<file path="config.mk">
export PLATFORM = sky130hd
export DESIGN_NAME = sar_rd_ctrl
export DESIGN_NICKNAME = d
export VERILOG_FILES = /design/src/rtl/sar_rd_pkg.sv /design/src/rtl/sar_rd_divider.sv /design/src/rtl/sar_rd_sequencer.sv /design/src/rtl/sar_rd_capture.sv /design/src/rtl/sar_rd_ctrl.sv
export SDC_FILE = /design/constraint.sdc
export NUM_CORES = 1
export LEC_CHECK = 0
export CORE_MARGIN = 2
export CORE_UTILIZATION = 45
export DETAILED_ROUTE_END_ITERATION = 6
export GPL_TIMING_DRIVEN = 0
export PLACE_DENSITY = 0.72
export SETUP_SLACK_MARGIN = 0.5
export SLEW_MARGIN = 20
export SYNTH_ARGS = -nofsm -noshare
export SYNTH_HDL_FRONTEND = slang
export SYNTH_SLANG_ARGS = --single-unit
</file>
<file path="constraint.sdc">
create_clock -name clk -period 2 [get_ports clk]
set_input_delay 0.5 -clock clk [delete_from_list [all_inputs] [get_ports clk]]
set_output_delay 0.5 -clock clk [all_outputs]
set_load 0.01 [all_outputs]
</file>
<file path="src/rtl/sar_rd_pkg.sv">
package sar_rd_pkg;
  typedef enum logic [1:0] {
    ST_IDLE  = 2'd0,
    ST_RUN   = 2'd1,
    ST_GUARD = 2'd2
  } rd_state_t;
endpackage

</file>
<file path="src/rtl/sar_rd_divider.sv">
module sar_rd_divider #(
  parameter int DIV_W    = 8,
  parameter int MIN_HALF = 20,
  parameter int MAX_HALF = 200
) (
  input  logic             clk,
  input  logic             rst_n,
  input  logic             run,
  input  logic             load,
  input  logic [DIV_W-1:0] half_in,
  output logic             tick
);
  localparam logic [DIV_W-1:0] LO = DIV_W'(MIN_HALF);
  localparam logic [DIV_W-1:0] HI = DIV_W'(MAX_HALF);

  logic [DIV_W-1:0] half_q, half_d, cnt_q, cnt_d;

  assign tick = run && (cnt_q == half_q - 1'b1);

  always_comb begin
    half_d = half_q;
    if (load) begin
      if (half_in < LO)      half_d = LO;
      else if (half_in > HI) half_d = HI;
      else                   half_d = half_in;
    end
    if (load || !run) cnt_d = '0;
    else if (tick)    cnt_d = '0;
    else              cnt_d = cnt_q + 1'b1;
  end

  always_ff @(posedge clk or negedge rst_n) begin
    if (!rst_n) begin
      half_q <= LO;
      cnt_q  <= '0;
    end else begin
      half_q <= half_d;
      cnt_q  <= cnt_d;
    end
  end


  half_window_chk: assert property (@(posedge clk) disable iff (!rst_n)
    run |-> (cnt_q < half_q));
endmodule

</file>
<file path="src/rtl/sar_rd_sequencer.sv">
module sar_rd_sequencer
  import sar_rd_pkg::*;
#(
  parameter int RES_BITS = 12
) (
  input  logic clk,
  input  logic rst_n,
  input  logic start,
  input  logic tick,
  output logic cs_n,
  output logic sclk,
  output logic busy,
  output logic run,
  output logic load,
  output logic smp_null,
  output logic smp_data,
  output logic smp_last
);
  localparam int LAST_E = 2 * RES_BITS + 5;
  localparam int EW     = $clog2(LAST_E + 1);
  localparam logic [EW-1:0] E_NULL  = EW'(4);
  localparam logic [EW-1:0] E_FIRST = EW'(6);
  localparam logic [EW-1:0] E_LSB   = EW'(2 * RES_BITS + 4);
  localparam logic [EW-1:0] E_END   = EW'(LAST_E);

  rd_state_t   st_q, st_d;
  logic [EW-1:0] e_q, e_d;
  logic        sclk_q, sclk_d, cs_q, cs_d;
  logic        rise;

  assign load = (st_q == ST_IDLE) && start;
  assign run  = (st_q != ST_IDLE);
  assign busy = run;
  assign cs_n = cs_q;
  assign sclk = sclk_q;
  assign rise = (st_q == ST_RUN) && tick && !sclk_q;
  assign smp_null = rise && (e_q == E_NULL);
  assign smp_data = rise && (e_q >= E_FIRST) && (e_q <= E_LSB);
  assign smp_last = rise && (e_q == E_LSB);

  always_comb begin
    st_d   = st_q;
    e_d    = e_q;
    sclk_d = sclk_q;
    cs_d   = cs_q;
    unique case (st_q)
      ST_IDLE: if (start) begin
        st_d   = ST_RUN;
        cs_d   = 1'b0;
        e_d    = '0;
        sclk_d = 1'b0;
      end
      ST_RUN: if (tick) begin
        sclk_d = ~sclk_q;
        e_d    = e_q + 1'b1;
        if (e_q == E_END) begin
          st_d   = ST_GUARD;
          cs_d   = 1'b1;
          sclk_d = 1'b0;
          e_d    = '0;
        end
      end
      ST_GUARD: if (tick) begin
        e_d = e_q + 1'b1;
        if (e_q == EW'(1)) st_d = ST_IDLE;
      end
      default: st_d = ST_IDLE;
    endcase
  end

  always_ff @(posedge clk or negedge rst_n) begin
    if (!rst_n) begin
      st_q   <= ST_IDLE;
      e_q    <= '0;
      sclk_q <= 1'b0;
      cs_q   <= 1'b1;
    end else begin
      st_q   <= st_d;
      e_q    <= e_d;
      sclk_q <= sclk_d;
      cs_q   <= cs_d;
    end
  end
endmodule

</file>
<file path="src/rtl/sar_rd_capture.sv">
module sar_rd_capture #(
  parameter int RES_BITS = 12,
  parameter int WORD_W   = 12
) (
  input  logic              clk,
  input  logic              rst_n,
  input  logic              sdi,
  input  logic              smp_null,
  input  logic              smp_data,
  input  logic              smp_last,
  output logic [WORD_W-1:0] word,
  output logic              word_vld,
  output logic              frame_err
);
  localparam int PAD = WORD_W - RES_BITS;

  logic [RES_BITS-1:0] sh_q, sh_d, res_q, res_d;
  logic                nul_q, nul_d, vld_q, vld_d;

  always_comb begin
    sh_d  = sh_q;
    res_d = res_q;
    nul_d = nul_q;
    vld_d = 1'b0;
    if (smp_null) nul_d = sdi;
    if (smp_data) sh_d = {sh_q[RES_BITS-2:0], sdi};
    if (smp_last) begin
      res_d = {sh_q[RES_BITS-2:0], sdi};
      vld_d = 1'b1;
    end
  end

  always_ff @(posedge clk or negedge rst_n) begin
    if (!rst_n) begin
      sh_q  <= '0;
      res_q <= '0;
      nul_q <= 1'b0;
      vld_q <= 1'b0;
    end else begin
      sh_q  <= sh_d;
      res_q <= res_d;
      nul_q <= nul_d;
      vld_q <= vld_d;
    end
  end

  generate
    if (PAD > 0) begin : g_pad
      assign word = {res_q, {PAD{1'b0}}};
    end else begin : g_full
      assign word = res_q;
    end
  endgenerate

  assign word_vld  = vld_q;
  assign frame_err = vld_q & nul_q;


  vld_single_chk: assert property (@(posedge clk) disable iff (!rst_n)
    vld_q |=> !vld_q);
endmodule

</file>
<file path="src/rtl/sar_rd_ctrl.sv">
module sar_rd_ctrl #(
  parameter int RES_BITS = 12,
  parameter int WORD_W   = 12,
  parameter int DIV_W    = 8,
  parameter int MIN_HALF = 20,
  parameter int MAX_HALF = 200
) (
  input  logic              clk,
  input  logic              arst_n,
  input  logic              start,
  input  logic [DIV_W-1:0]  half_period,
  output logic              cs_n,
  output logic              sclk,
  input  logic              sdi,
  output logic              busy,
  output logic [WORD_W-1:0] word,
  output logic              word_vld,
  output logic              frame_err
);
  logic rs0_q, rs1_q, rst_n;
  logic tick, run, load, smp_null, smp_data, smp_last;

  always_ff @(posedge clk or negedge arst_n) begin
    if (!arst_n) begin
      rs0_q <= 1'b0;
      rs1_q <= 1'b0;
    end else begin
      rs0_q <= 1'b1;
      rs1_q <= rs0_q;
    end
  end
  assign rst_n = rs1_q;

  sar_rd_divider #(.DIV_W(DIV_W), .MIN_HALF(MIN_HALF), .MAX_HALF(MAX_HALF)) u_div (
    .clk(clk), .rst_n(rst_n), .run(run), .load(load),
    .half_in(half_period), .tick(tick));

  sar_rd_sequencer #(.RES_BITS(RES_BITS)) u_seq (
    .clk(clk), .rst_n(rst_n), .start(start), .tick(tick),
    .cs_n(cs_n), .sclk(sclk), .busy(busy), .run(run), .load(load),
    .smp_null(smp_null), .smp_data(smp_data), .smp_last(smp_last));

  sar_rd_capture #(.RES_BITS(RES_BITS), .WORD_W(WORD_W)) u_cap (
    .clk(clk), .rst_n(rst_n), .sdi(sdi),
    .smp_null(smp_null), .smp_data(smp_data), .smp_last(smp_last),
    .word(word), .word_vld(word_vld), .frame_err(frame_err));


  cs_edge_sclk_low_chk: assert property (@(posedge clk) disable iff (!rst_n)
    (cs_n != $past(cs_n)) |-> !sclk);

  select_implies_busy_chk: assert property (@(posedge clk) disable iff (!rst_n)
    !cs_n |-> busy);

  vld_inside_frame_chk: assert property (@(posedge clk) disable iff (!rst_n)
    word_vld |-> !cs_n);

  idle_clock_low_chk: assert property (@(posedge clk) disable iff (!rst_n)
    !busy |-> (!sclk && cs_n));

  err_only_with_vld_chk: assert property (@(posedge clk) disable iff (!rst_n)
    frame_err |-> word_vld);
endmodule

</file>
==> out/qor.yml <==
grtUsageMet2_pct: 31.3
power_density_mw_per_mm2: 514
drt_wl_total_um: 5660
postSynthCellCount: 243
grt_overflow: 0
antenna_found_initial: 0
cp_cell_sequence: "nor4_4, nand3b_1, xnor2_4, or4_4, buf_6, or4_4, o21ai_2"
port-buffer-count: 28
endpoint_kind: "flop"
yosys-top-cells-count: "dfrtp_1 (49), mux2_2 (28), nor2_1 (21)"
synth_area_mm2: 0.00263
rsz0062_at_grt: "true"
avgSynthCellArea_um2: 10.8
post-route-drc-count: 0
cts_tree: "yes"
whs_ns: 0.346
yosysUniqueCellTypes: 45
htreeDepth: 2
syn_nets: 265
slew_violations: 0
p_leak_nw: 1.73
first_global_vias: 2005
yosys_most_used_dff: "dfrtp_1"
status: "complete, but fails checks"
max_slew.worst_pin.slew_ns: 0.642
avgRoutedWirePerCell_um: 14.8
synthArstFlopShare_pct: 100
path_buf_inv: 1
critPathTopFamily: "simple AND/OR/NAND/NOR gates"
timing.slew.headroom_pct: 57.2
synth.most_common_cell: "dfrtp_1"
grt_pass1_wl_um: 9340
row_count: 27
clock_skew_ns: 0.0126
grt_max_degree: 51
clockBufferDepth: 2
required_ns: 2.25
final_core_util_pct: 64.8
violations: "setup timing"
path_class: "flop to flop"
slowest_stage: "or4_4"
yosysTopAreaCellShare_pct: 46.7
gp_congestion: 0.834
synth_edf_count: 0
cts_root_buf: "clkbuf_8"
max-cap-violations: 0
dp_hpwl_um: 3470
dr.pass1.iters: 4
numCtsBuffers: 5
area_growth_pct: 37.6
power_w: 0.00186
worst-path-max-fanout: 8
setup-tns-final_ns: -16.18
ff2ff_path_depth: 7
ant_nets: 0
period_needed_ns: 2.49
drive_above_1_share_pct: 38.4
start_kind: "flop"
crit_path_frequent_cell: "or4_4"
clock_latency_ns: 0.31
yosysTopAreaCell: "dfrtp_1"
initialDrtViolationCount: 92
finalHoldViolCount: 0
die-area_mm2: 0.00646
hp-class: "flop to asynchronous set/reset pin"
timing.reg2reg.setup_slack_ns: -0.49
viasPerCell: 5.42
ys_seq_elements: 52
clock-sinks: 52
core_area_mm2: 0.00557
synth_warnings: 0
grtUsageMet3_pct: 3.60
peakVddDrop_uv: 356
initial_utilization_pct: 47.1
met1_usage_pct: 23.8
place_inst: 343
slowest_delay_ns: 0.55
fin_nets: 331
grt_use_total_pct: 18.7
num_vias: 2070
gr-max-usage-layer: "met2"
ios: 29
arrival_ns: 2.73
finalCritPeriodShare_pct: 124
setup_violations: 42
synthTopCellsByArea: "dfrtp_1 (47%), mux2_2 (12%), ha_1 (4.8%)"
max_freq_mhz: 402
die_h_um: 80.4
fin_ws_ns: -0.489
antenna_cells: 0
cts.clk_slew.worst_paths_ns: 0.10
fp.dieW_um: 80.4
r2r-start: "u_div.half_q[2]"
fin_cells: 382
synth_seq_area_share_pct: 49.7
r2r-end: "u_seq.st_q[1]"
-- power breakdown --
part | total [W] | internal, W | switching, W | leakage (nW)
registers | 0.00108 | 0.00106 | 0.0000205 | 0.661
clock network | 0.000725 | 0.000371 | 0.000354 | 0.0541
logic | 0.0000555 | 0.0000318 | 0.0000238 | 1.02
total | 0.00186 | 0.00146 | 0.000398 | 1.73
-- layer usage --
metal	part of all wire (%)	wire length [um]
met5	0	0
met2	52	2930
met3	4.0	226
met1	43	2440
met4	1.2	70
-- area by class of cell --
type                       instances  area [um2]
timing repair buffer              59         538
inverter                          10        40.0
clock inverter                     3        42.5
sequential                        52        1310
buffer                             6        63.8
tap                               72        90.1
clock buffer                       5        68.8
multi-input combinational        175        1460
fill                             445        1960
-- flip-flops by register name, indices dropped and copies added, names as in the netlist --
signal / count
u_cap.sh_q: 11
u_cap.nul_q: 1
u_seq.sclk: 1
u_cap.word: 12
u_seq.st_q: 2
u_seq.e_q: 5
u_seq.cs_n: 1
rs1_q: 1
u_cap.word_vld: 1
rs0_q: 1
u_div.cnt_q: 8
u_div.half_q: 8
-- worst register-to-register path, cell delays in order (launching register included) --
cell and delay, ns:
dfstp_2 0.43, nor4_4 0.30, nand3b_1 0.21, xnor2_4 0.22
or4_4 0.55, buf_6 0.14, or4_4 0.51, o21ai_2 0.07
-- layout by cell type (no fill, tap or decap), drive strengths merged, types with 3 or more instances in the layout --
master,instances
a21oi,8
a31oi,3
and3,6
buf,38
clkbuf,7
clkdlybuf4s15,9
clkdlybuf4s50,5
dfrtp,49
dfstp,3
dlygate4sd2,8
dlymetal6s2s,3
ha,10
inv,10
mux2,28
nand2,17
nand3,10
nand4,3
nor2,21
nor2b,4
nor3,6
nor4,4
o21ai,13
xnor2,7
xor2,9
-- kinds of logic after synthesis --
| logic type | Yosys count | share of synthesized area (%) |
|---|---|---|
| simple gates | 82 | 16.0 |
| flops | 52 | 49.7 |
| compound gates | 36 | 8.91 |
| mux | 30 | 12.8 |
| xor+xnor | 16 | 5.34 |
| buf+inv | 16 | 2.43 |
| fa+ha+maj | 10 | 4.76 |
| other cells | 1 | 0.143 |
-- worst max-delay path by stage --
stage	start	to	slack (ns)	depth (start not counted)
floorplan	u_div.half_q[0]	u_seq.st_q[1]	-0.40	9
global placement	u_div.half_q[0]	u_cap.word[5]	-0.66	9
detailed placement	u_div.half_q[0]	u_cap.word[7]	-0.71	9
CTS	u_div.half_q[1]	u_seq.st_q[1]	-0.46	9
global route	u_div.half_q[1]	u_cap.word[5]	-0.57	10
finish	u_div.half_q[2]	u_seq.st_q[1]	-0.49	7
-- per-stage QoR --
step / setup slack, ns / cell area (um2)
floorplan: -0.402 / 2670
global placement: -0.663 / 3040
detailed placement: -0.715 / 3040
CTS: -0.460 / 3480
finish: -0.489 / 3610
global route: -0.569 / 3610
-- repair_timing --
| item | 4_1_cts | 5_1_grt |
|---|---|---|
| resized for setup | 77 | 23 |
| endpoints found under the setup margin | 67 | 57 |
| hold buffers | 0 | 0 |
| gates cloned | 1 | 1 |
| pin swaps | 10 | 13 |
| setup buffers | 23 | 6 |
No activity file was read; power rests on OpenSTA's default activity.
